$ cat src/rtl/dco_pkg.sv
package dco_pkg;
   typedef enum logic [1:0] {
      MD_FREE = 2'd0,
      MD_LOCK = 2'd1,
      MD_HOLD = 2'd2,
      MD_DCO  = 2'd3
   } dco_mode_e;
endpackage

$ cat src/rtl/dco_mode_ctrl.sv
module dco_mode_ctrl
   import dco_pkg::*;
(
   input  logic      clk,
   input  logic      rst_n,
   input  logic [1:0] mode_req,
   input  logic      ref_valid,
   output dco_mode_e mode_q
);
   dco_mode_e mode_d;

   always_comb begin
      case (mode_req)
         2'd1:    mode_d = ref_valid ? MD_LOCK : MD_HOLD;
         2'd2:    mode_d = MD_HOLD;
         2'd3:    mode_d = MD_DCO;
         default: mode_d = MD_FREE;
      endcase
   end

   always_ff @(posedge clk or negedge rst_n) begin
      if (!rst_n) mode_q <= MD_FREE;
      else        mode_q <= mode_d;
   end

   // lost reference under a lock request falls back to holdover
   p_auto_hold_r4: assert property (@(posedge clk) disable iff (!rst_n)
      (mode_req == 2'd1 && !ref_valid) |=> mode_q == MD_HOLD);
   // restored reference returns to locked
   p_restore_r4: assert property (@(posedge clk) disable iff (!rst_n)
      (mode_req == 2'd1 && ref_valid) |=> mode_q == MD_LOCK);
   // DCO request is honoured one clock later
   p_dco_req_r1: assert property (@(posedge clk) disable iff (!rst_n)
      (mode_req == 2'd3) |=> mode_q == MD_DCO);
endmodule

$ cat src/rtl/dco_hold_avg.sv
module dco_hold_avg #(
   parameter int FW        = 56,
   parameter int AVG_SHIFT = 8
) (
   input  logic                 clk,
   input  logic                 rst_n,
   input  logic                 upd_en,
   input  logic signed [FW-1:0] lf_word,
   output logic signed [FW-1:0] hold_word
);
   if (AVG_SHIFT < 0 || AVG_SHIFT > 16) begin : g_bad_shift
      $error("dco_hold_avg: AVG_SHIFT must lie in 0..16");
   end

   logic signed [FW-1:0] avg_q;

   if (AVG_SHIFT == 0) begin : g_snapshot
      always_ff @(posedge clk or negedge rst_n) begin
         if (!rst_n)      avg_q <= '0;
         else if (upd_en) avg_q <= lf_word;
      end
   end else begin : g_average
      logic signed [FW:0] diff;
      logic signed [FW:0] adj;
      always_comb begin
         diff = {lf_word[FW-1], lf_word} - {avg_q[FW-1], avg_q};
         adj  = diff >>> AVG_SHIFT;
      end
      always_ff @(posedge clk or negedge rst_n) begin
         if (!rst_n)      avg_q <= '0;
         else if (upd_en) avg_q <= avg_q + adj[FW-1:0];
      end
   end

   assign hold_word = avg_q;

   // history frozen whenever the applied mode is not locked
   p_hold_frozen_r5: assert property (@(posedge clk) disable iff (!rst_n)
      !upd_en |=> $stable(avg_q));
endmodule

$ cat src/rtl/dco_host_reg.sv
module dco_host_reg #(
   parameter int FW    = 56,
   parameter int BUS_W = 32
) (
   input  logic                 clk,
   input  logic                 rst_n,
   input  logic                 wr,
   input  logic                 addr,
   input  logic [BUS_W-1:0]     wdata,
   output logic signed [FW-1:0] host_word
);
   if (FW > 2 * BUS_W) begin : g_bad_bus
      $error("dco_host_reg: word needs more than two bus beats");
   end

   logic [FW-1:0] word_q;

   if (FW > BUS_W) begin : g_split
      localparam int HI_W = FW - BUS_W;
      logic [BUS_W-1:0] stage_lo;
      always_ff @(posedge clk or negedge rst_n) begin
         if (!rst_n) begin
            stage_lo <= '0;
            word_q   <= '0;
         end else if (wr) begin
            if (!addr) stage_lo <= wdata;
            else       word_q   <= {wdata[HI_W-1:0], stage_lo};
         end
      end
   end else begin : g_single
      always_ff @(posedge clk or negedge rst_n) begin
         if (!rst_n)  word_q <= '0;
         else if (wr) word_q <= wdata[FW-1:0];
      end
   end

   assign host_word = word_q;

   // a low-part write never changes the committed word
   p_low_stage_r7: assert property (@(posedge clk) disable iff (!rst_n)
      (wr && !addr && FW > BUS_W) |=> $stable(word_q));
endmodule

$ cat src/rtl/dco_phase_acc.sv
module dco_phase_acc #(
   parameter int               ACC_W   = 64,
   parameter int               FW      = 56,
   parameter logic [ACC_W-1:0] NOM_INC = ACC_W'(1) << 48
) (
   input  logic                 clk,
   input  logic                 rst_n,
   input  logic signed [FW-1:0] freq_word,
   output logic [ACC_W-1:0]     phase_q,
   output logic                 carry_q
);
   localparam int EXT_W = ACC_W - FW;

   if (EXT_W < 1) begin : g_bad_acc
      $error("dco_phase_acc: ACC_W must exceed the word width");
   end

   logic [ACC_W-1:0] step;
   logic [ACC_W:0]   sum;

   always_comb begin
      step = NOM_INC + {{EXT_W{freq_word[FW-1]}}, freq_word};
      sum  = {1'b0, phase_q} + {1'b0, step};
   end

   always_ff @(posedge clk or negedge rst_n) begin
      if (!rst_n) begin
         phase_q <= '0;
         carry_q <= 1'b0;
      end else begin
         phase_q <= sum[ACC_W-1:0];
         carry_q <= sum[ACC_W];
      end
   end

   // a carry pulse means the phase went backwards (it wrapped)
   p_carry_wrap_r8: assert property (@(posedge clk) disable iff (!rst_n)
      carry_q |-> phase_q < $past(phase_q));
   // no carry means the phase moved forward
   p_no_wrap_r8: assert property (@(posedge clk) disable iff (!rst_n)
      !carry_q |-> phase_q >= $past(phase_q));
endmodule

$ cat src/rtl/dco_core.sv
module dco_core
   import dco_pkg::*;
#(
   parameter int               INT_W     = 8,
   parameter int               FRAC_W    = 48,
   parameter int               ACC_W     = 64,
   parameter int               BUS_W     = 32,
   parameter int               AVG_SHIFT = 8,
   parameter logic [ACC_W-1:0] NOM_INC   = ACC_W'(1) << 48,
   localparam int              FW        = INT_W + FRAC_W
) (
   input  logic             clk,
   input  logic             rst_n,
   input  logic [1:0]       mode_req,
   input  logic             ref_valid,
   input  logic [FW-1:0]    lf_freq,
   input  logic             host_wr,
   input  logic             host_addr,
   input  logic [BUS_W-1:0] host_wdata,
   output logic [ACC_W-1:0] phase_o,
   output logic             carry_o,
   output logic [1:0]       mode_o
);
   if (FRAC_W < 48) begin : g_bad_frac
      $error("dco_core: at least 48 fractional bits are required");
   end
   if (INT_W < 1) begin : g_bad_int
      $error("dco_core: INT_W must be positive");
   end

   dco_mode_e            mode_q;
   logic signed [FW-1:0] hold_word;
   logic signed [FW-1:0] host_word;
   logic signed [FW-1:0] freq_d;
   logic signed [FW-1:0] freq_q;

   dco_mode_ctrl u_mode (
      .clk      (clk),
      .rst_n    (rst_n),
      .mode_req (mode_req),
      .ref_valid(ref_valid),
      .mode_q   (mode_q)
   );

   dco_hold_avg #(.FW(FW), .AVG_SHIFT(AVG_SHIFT)) u_hold (
      .clk      (clk),
      .rst_n    (rst_n),
      .upd_en   (mode_q == MD_LOCK),
      .lf_word  (lf_freq),
      .hold_word(hold_word)
   );

   dco_host_reg #(.FW(FW), .BUS_W(BUS_W)) u_host (
      .clk      (clk),
      .rst_n    (rst_n),
      .wr       (host_wr),
      .addr     (host_addr),
      .wdata    (host_wdata),
      .host_word(host_word)
   );

   always_comb begin
      case (mode_q)
         MD_LOCK: freq_d = lf_freq;
         MD_HOLD: freq_d = hold_word;
         MD_DCO:  freq_d = host_word;
         default: freq_d = '0;
      endcase
   end

   always_ff @(posedge clk or negedge rst_n) begin
      if (!rst_n) freq_q <= '0;
      else        freq_q <= freq_d;
   end

   dco_phase_acc #(.ACC_W(ACC_W), .FW(FW), .NOM_INC(NOM_INC)) u_acc (
      .clk      (clk),
      .rst_n    (rst_n),
      .freq_word(freq_q),
      .phase_q  (phase_o),
      .carry_q  (carry_o)
   );

   assign mode_o = mode_q;

   // free-run applies a zero offset
   p_free_zero_r2: assert property (@(posedge clk) disable iff (!rst_n)
      mode_q == MD_FREE |=> freq_q == '0);
   // DCO mode applies the committed host word
   p_dco_host_r6: assert property (@(posedge clk) disable iff (!rst_n)
      mode_q == MD_DCO |=> freq_q == $past(host_word));
endmodule

$ cat config.mk
export PLATFORM = sky130hd
export DESIGN_NAME = dco_core
export DESIGN_NICKNAME = d
export VERILOG_FILES = /design/src/rtl/dco_pkg.sv /design/src/rtl/dco_mode_ctrl.sv /design/src/rtl/dco_hold_avg.sv /design/src/rtl/dco_host_reg.sv /design/src/rtl/dco_phase_acc.sv /design/src/rtl/dco_core.sv
export SDC_FILE = /design/constraint.sdc
export NUM_CORES = 1
export LEC_CHECK = 0
export BUFFER_PORTS_ARGS = -buffer_cell sky130_fd_sc_hd__buf_2
export CAP_MARGIN = 5
export CORE_UTILIZATION = 40
export DETAILED_ROUTE_END_ITERATION = 8
export GPL_TIMING_DRIVEN = 0
export SYNTH_ARGS = -nofsm -noshare
export SYNTH_HDL_FRONTEND = slang
export SYNTH_SLANG_ARGS = --single-unit
$ cat constraint.sdc
create_clock -name clk -period 6.05 [get_ports clk]
set_input_delay 1.21 -clock clk [delete_from_list [all_inputs] [get_ports clk]]
set_output_delay 1.21 -clock clk [all_outputs]
set_load 0.01 [all_outputs]
==> impl_metrics.csv <==
group,metric,value,unit
synth,synth_cells,2152,
place,port_buffers,161,
detailed_routing,route.detailed.drc,0,
die,die_x,221,µm
clocking,cts_tree,"built",
cells_and_area,stdcell_count,3002,
min_path,holdPathStages,1,
critical_path,critical_path_required,6.52,ns
detailed_routing,route.antenna.remaining_nets,0,
detailed_routing,routed_wl,61400,µm
place,place_congestion,0.948,
synth,yosys-top-cells-area,"dfrtp_1 (35%), ha_1 (12%), o21ai_0 (5.4%), mux2_2 (5.2%), a21oi_1 (5.2%)",
timing,worst_pin_slew,1.19,ns
synth,ys_warn_count,0,
synth,ys_async_sr_fraction,100,%
cells_and_area,nFillCells,4602,
critical_path,rr_worst_depth,22,
timing,finalCritPeriodShare,97.4,%
detailed_routing,first_pass_iters,5,
cells_and_area,syn_to_final_growth,17.2,%
clocking,clockBufferDepth,3,
die,die-area,49000,µm²
synth,syn_nets,2433,
global_routing,grt_use_total,24.9,%
global_routing,grt_max_degree,128,
detailed_routing,drtIter0Drc,1520,
synth,yosys.area.top_type,"dfrtp_1",
global_routing,grt_pass1_wl,95400,µm
timing,final_hold_viol_count,0,
timing,fmax,170,MHz
global_routing,grt_overflow,0,
clocking,cts_buffers,34,
clocking,h-tree-depth,2,
timing,rsz0062_at_grt,"true",
synth,ys_seq_area_share,34.7,%
die,io_pins,162,
clocking,cts_hold_buf,0,
cells_and_area,nets,2641,
detailed_routing,vias,17091,
run,drv_cap,0,
synth,synth-edff-count,0,
detailed_routing,wl_per_cell,20.4,µm
timing,finalCriticalPeriod,5.89,ns
critical_path,cp-end-kind,"flop",
critical_path,path_class,"input port to flop",
die,dieHeight,221,µm
critical_path,cp_max_fo,9,
detailed_routing,via_per_inst,5.69,
die,initial_core_util,40.4,%
global_routing,antenna_found_initial,7,
place,place_hpwl,49600,µm
timing,fin_skew,0.0102,ns
clocking,cts-root-buf,"clkbuf_16",
timing,finalMaxSlewViolations,0,
die,rows,80,
status,outcome,"finished, final reports clean",
synth,synthDistinctLibCells,69,
timing,relSlewSlack,20.1,%
synth,synth_top_area_share,34.7,%
timing,setup_viol,0,
critical_path,worstSetupStartpointType,"input port",
synth,synth_flop_cell,"dfrtp_1",
synth,netlist_area,19300,µm²
place,placedCellCount,2930,
clocking,clock_latency,0.55,ns
critical_path,cp_data_arrival_time,6.36,ns
synth,syn_area_per_cell,8.95,µm²
clocking,clkSinkCount,267,
min_path,hp-class,"flop to flop",
synth,yosys_register_bits,267,
global_routing,grt_pass1_vias,16681,
clocking,clk_pin_slew,0.05,ns
cells_and_area,final_layout_size_suffix_gt1_share,17.2,%
die,core_area,47600,µm²
[critical path: stages]
cell	delay, ns
buf_2	0.14
ha_1	0.43
a21oi_1	0.23
o2111ai_1	0.18
a221oi_2	0.31
nor3_2	0.10
nor4_2	0.31
o21bai_2	0.17
a41o_1	0.32
a221o_1	0.41
a21oi_2	0.20
xnor2_2	0.12
ha_1	0.39
nand4_1	0.18
nor4_2	0.33
o21ai_2	0.12
a21oi_2	0.22
o21ai_2	0.11
a211oi_2	0.24
o22ai_2	0.13
or4_1	0.42
nand3_1	0.08
[synthesized netlist by cell type, types with 17 or more instances]
master      n
ha_1      184
nor2b_1    23
nand2b_1   17
nor2_1     92
o21ai_0   207
mux2_2     89
o21bai_1   27
a22o_1     57
dfrtp_1   267
o21a_1     18
a211oi_1   17
inv_1      98
nor3_1     27
a21oi_1   199
xnor2_1    95
xor2_1     65
nand4_1    48
a21o_1     96
nand2_1   235
clkbuf_1   85
nand3_1    26
[what timing repair did]
| item | in CTS | in global routing |
|---|---|---|
| setup buffers | 7 | 10 |
| pin swaps | 8 | 24 |
| endpoints found under the setup margin | 19 | 14 |
| gates resized for setup | 32 | 42 |
[registers in the layout, summed over array words and instances (netlist names)]
signal                   flops
u_acc.phase_q               64
freq_q                      56
u_hold.hold_word            56
u_host.host_word            56
u_host.g_split.stage_lo     32
u_mode.mode_q                2
u_acc.carry_q                1
[stage by stage]
step	setup WS, ns	util [%]	area, µm²	TNS [ns]	hold WS (ns)
2_1_floorplan	0.0318	-	19300	0	0.443
4_1_cts	0.00582	46.8	22300	0	0.470
3_5_place_dp	-1.60	43.9	20900	-22.97	0.456
3_3_place_gp	-1.68	43.7	20800	-291.42	0.449
5_1_grt	-0.0542	47.4	22600	-0.145	0.491
6_report	0.160	47.4	22600	0	0.464
[layout by cell type (no fill, tap or decap), types with 35 or more instances in the layout]
master / count
a22o_1: 57
nand4_1: 48
inv_1: 98
ha_1: 178
a21oi_1: 187
dfrtp_1: 267
buf_2: 164
o21ai_0: 201
mux2_2: 89
xnor2_1: 93
a21o_1: 96
clkbuf_1: 79
clkbuf_16: 35
nor2_1: 91
nand2_1: 234
xor2_1: 65
[cell type report]
| type | instances | area, µm² | share of cell area [%] |
|---|---|---|---|
| Antenna cell | 3 | 7.51 | 0.0333 |
| Buffer | 88 | 339 | 1.50 |
| Clock buffer | 40 | 925 | 4.10 |
| Clock inverter | 20 | 295 | 1.31 |
| Inverter | 98 | 368 | 1.63 |
| Multi-Input combinational cell | 1691 | 12200 | 54.0 |
| Sequential cell | 267 | 6680 | 29.6 |
| Tap cell | 615 | 769 | 3.41 |
| Timing Repair Buffer | 180 | 998 | 4.42 |
[per-layer routing]
layer,global-route usage [%],wire (µm),vias to the layer above
met5,0,13,-
met4,8.55,1970,2
met3,3.73,3330,94
met2,39.0,27300,512
met1,34.9,28700,8242
li1,-,-,8241
[logic make-up after synthesis]
family | Yosys count | synth area share (%)
AO/OA/AOI/OAI | 724 | 23.8
AND/OR/NAND/NOR | 530 | 12.9
flip-flops | 267 | 34.7
buffers and inverters | 194 | 3.81
adder cells (fa/ha/maj) | 186 | 12.2
XOR/XNOR | 160 | 7.28
multiplexers | 91 | 5.31
[worst paths after layout]
path                                 startpoint              endpoint  slack, ns
max                                 lf_freq[28]  u_hold.hold_word[54]       0.16
min                                   freq_q[0]      u_acc.phase_q[0]       0.46
max reg2reg                u_hold.hold_word[22]  u_hold.hold_word[54]       0.43
min reg2reg                           freq_q[0]      u_acc.phase_q[0]       0.46
max in group asynchronous                 rst_n             freq_q[1]       4.09
min in group asynchronous                 rst_n     u_acc.phase_q[61]       0.55
Power is not shown: default switching activity piles up to over one toggle a cycle in this logic, so the estimate is an artifact.
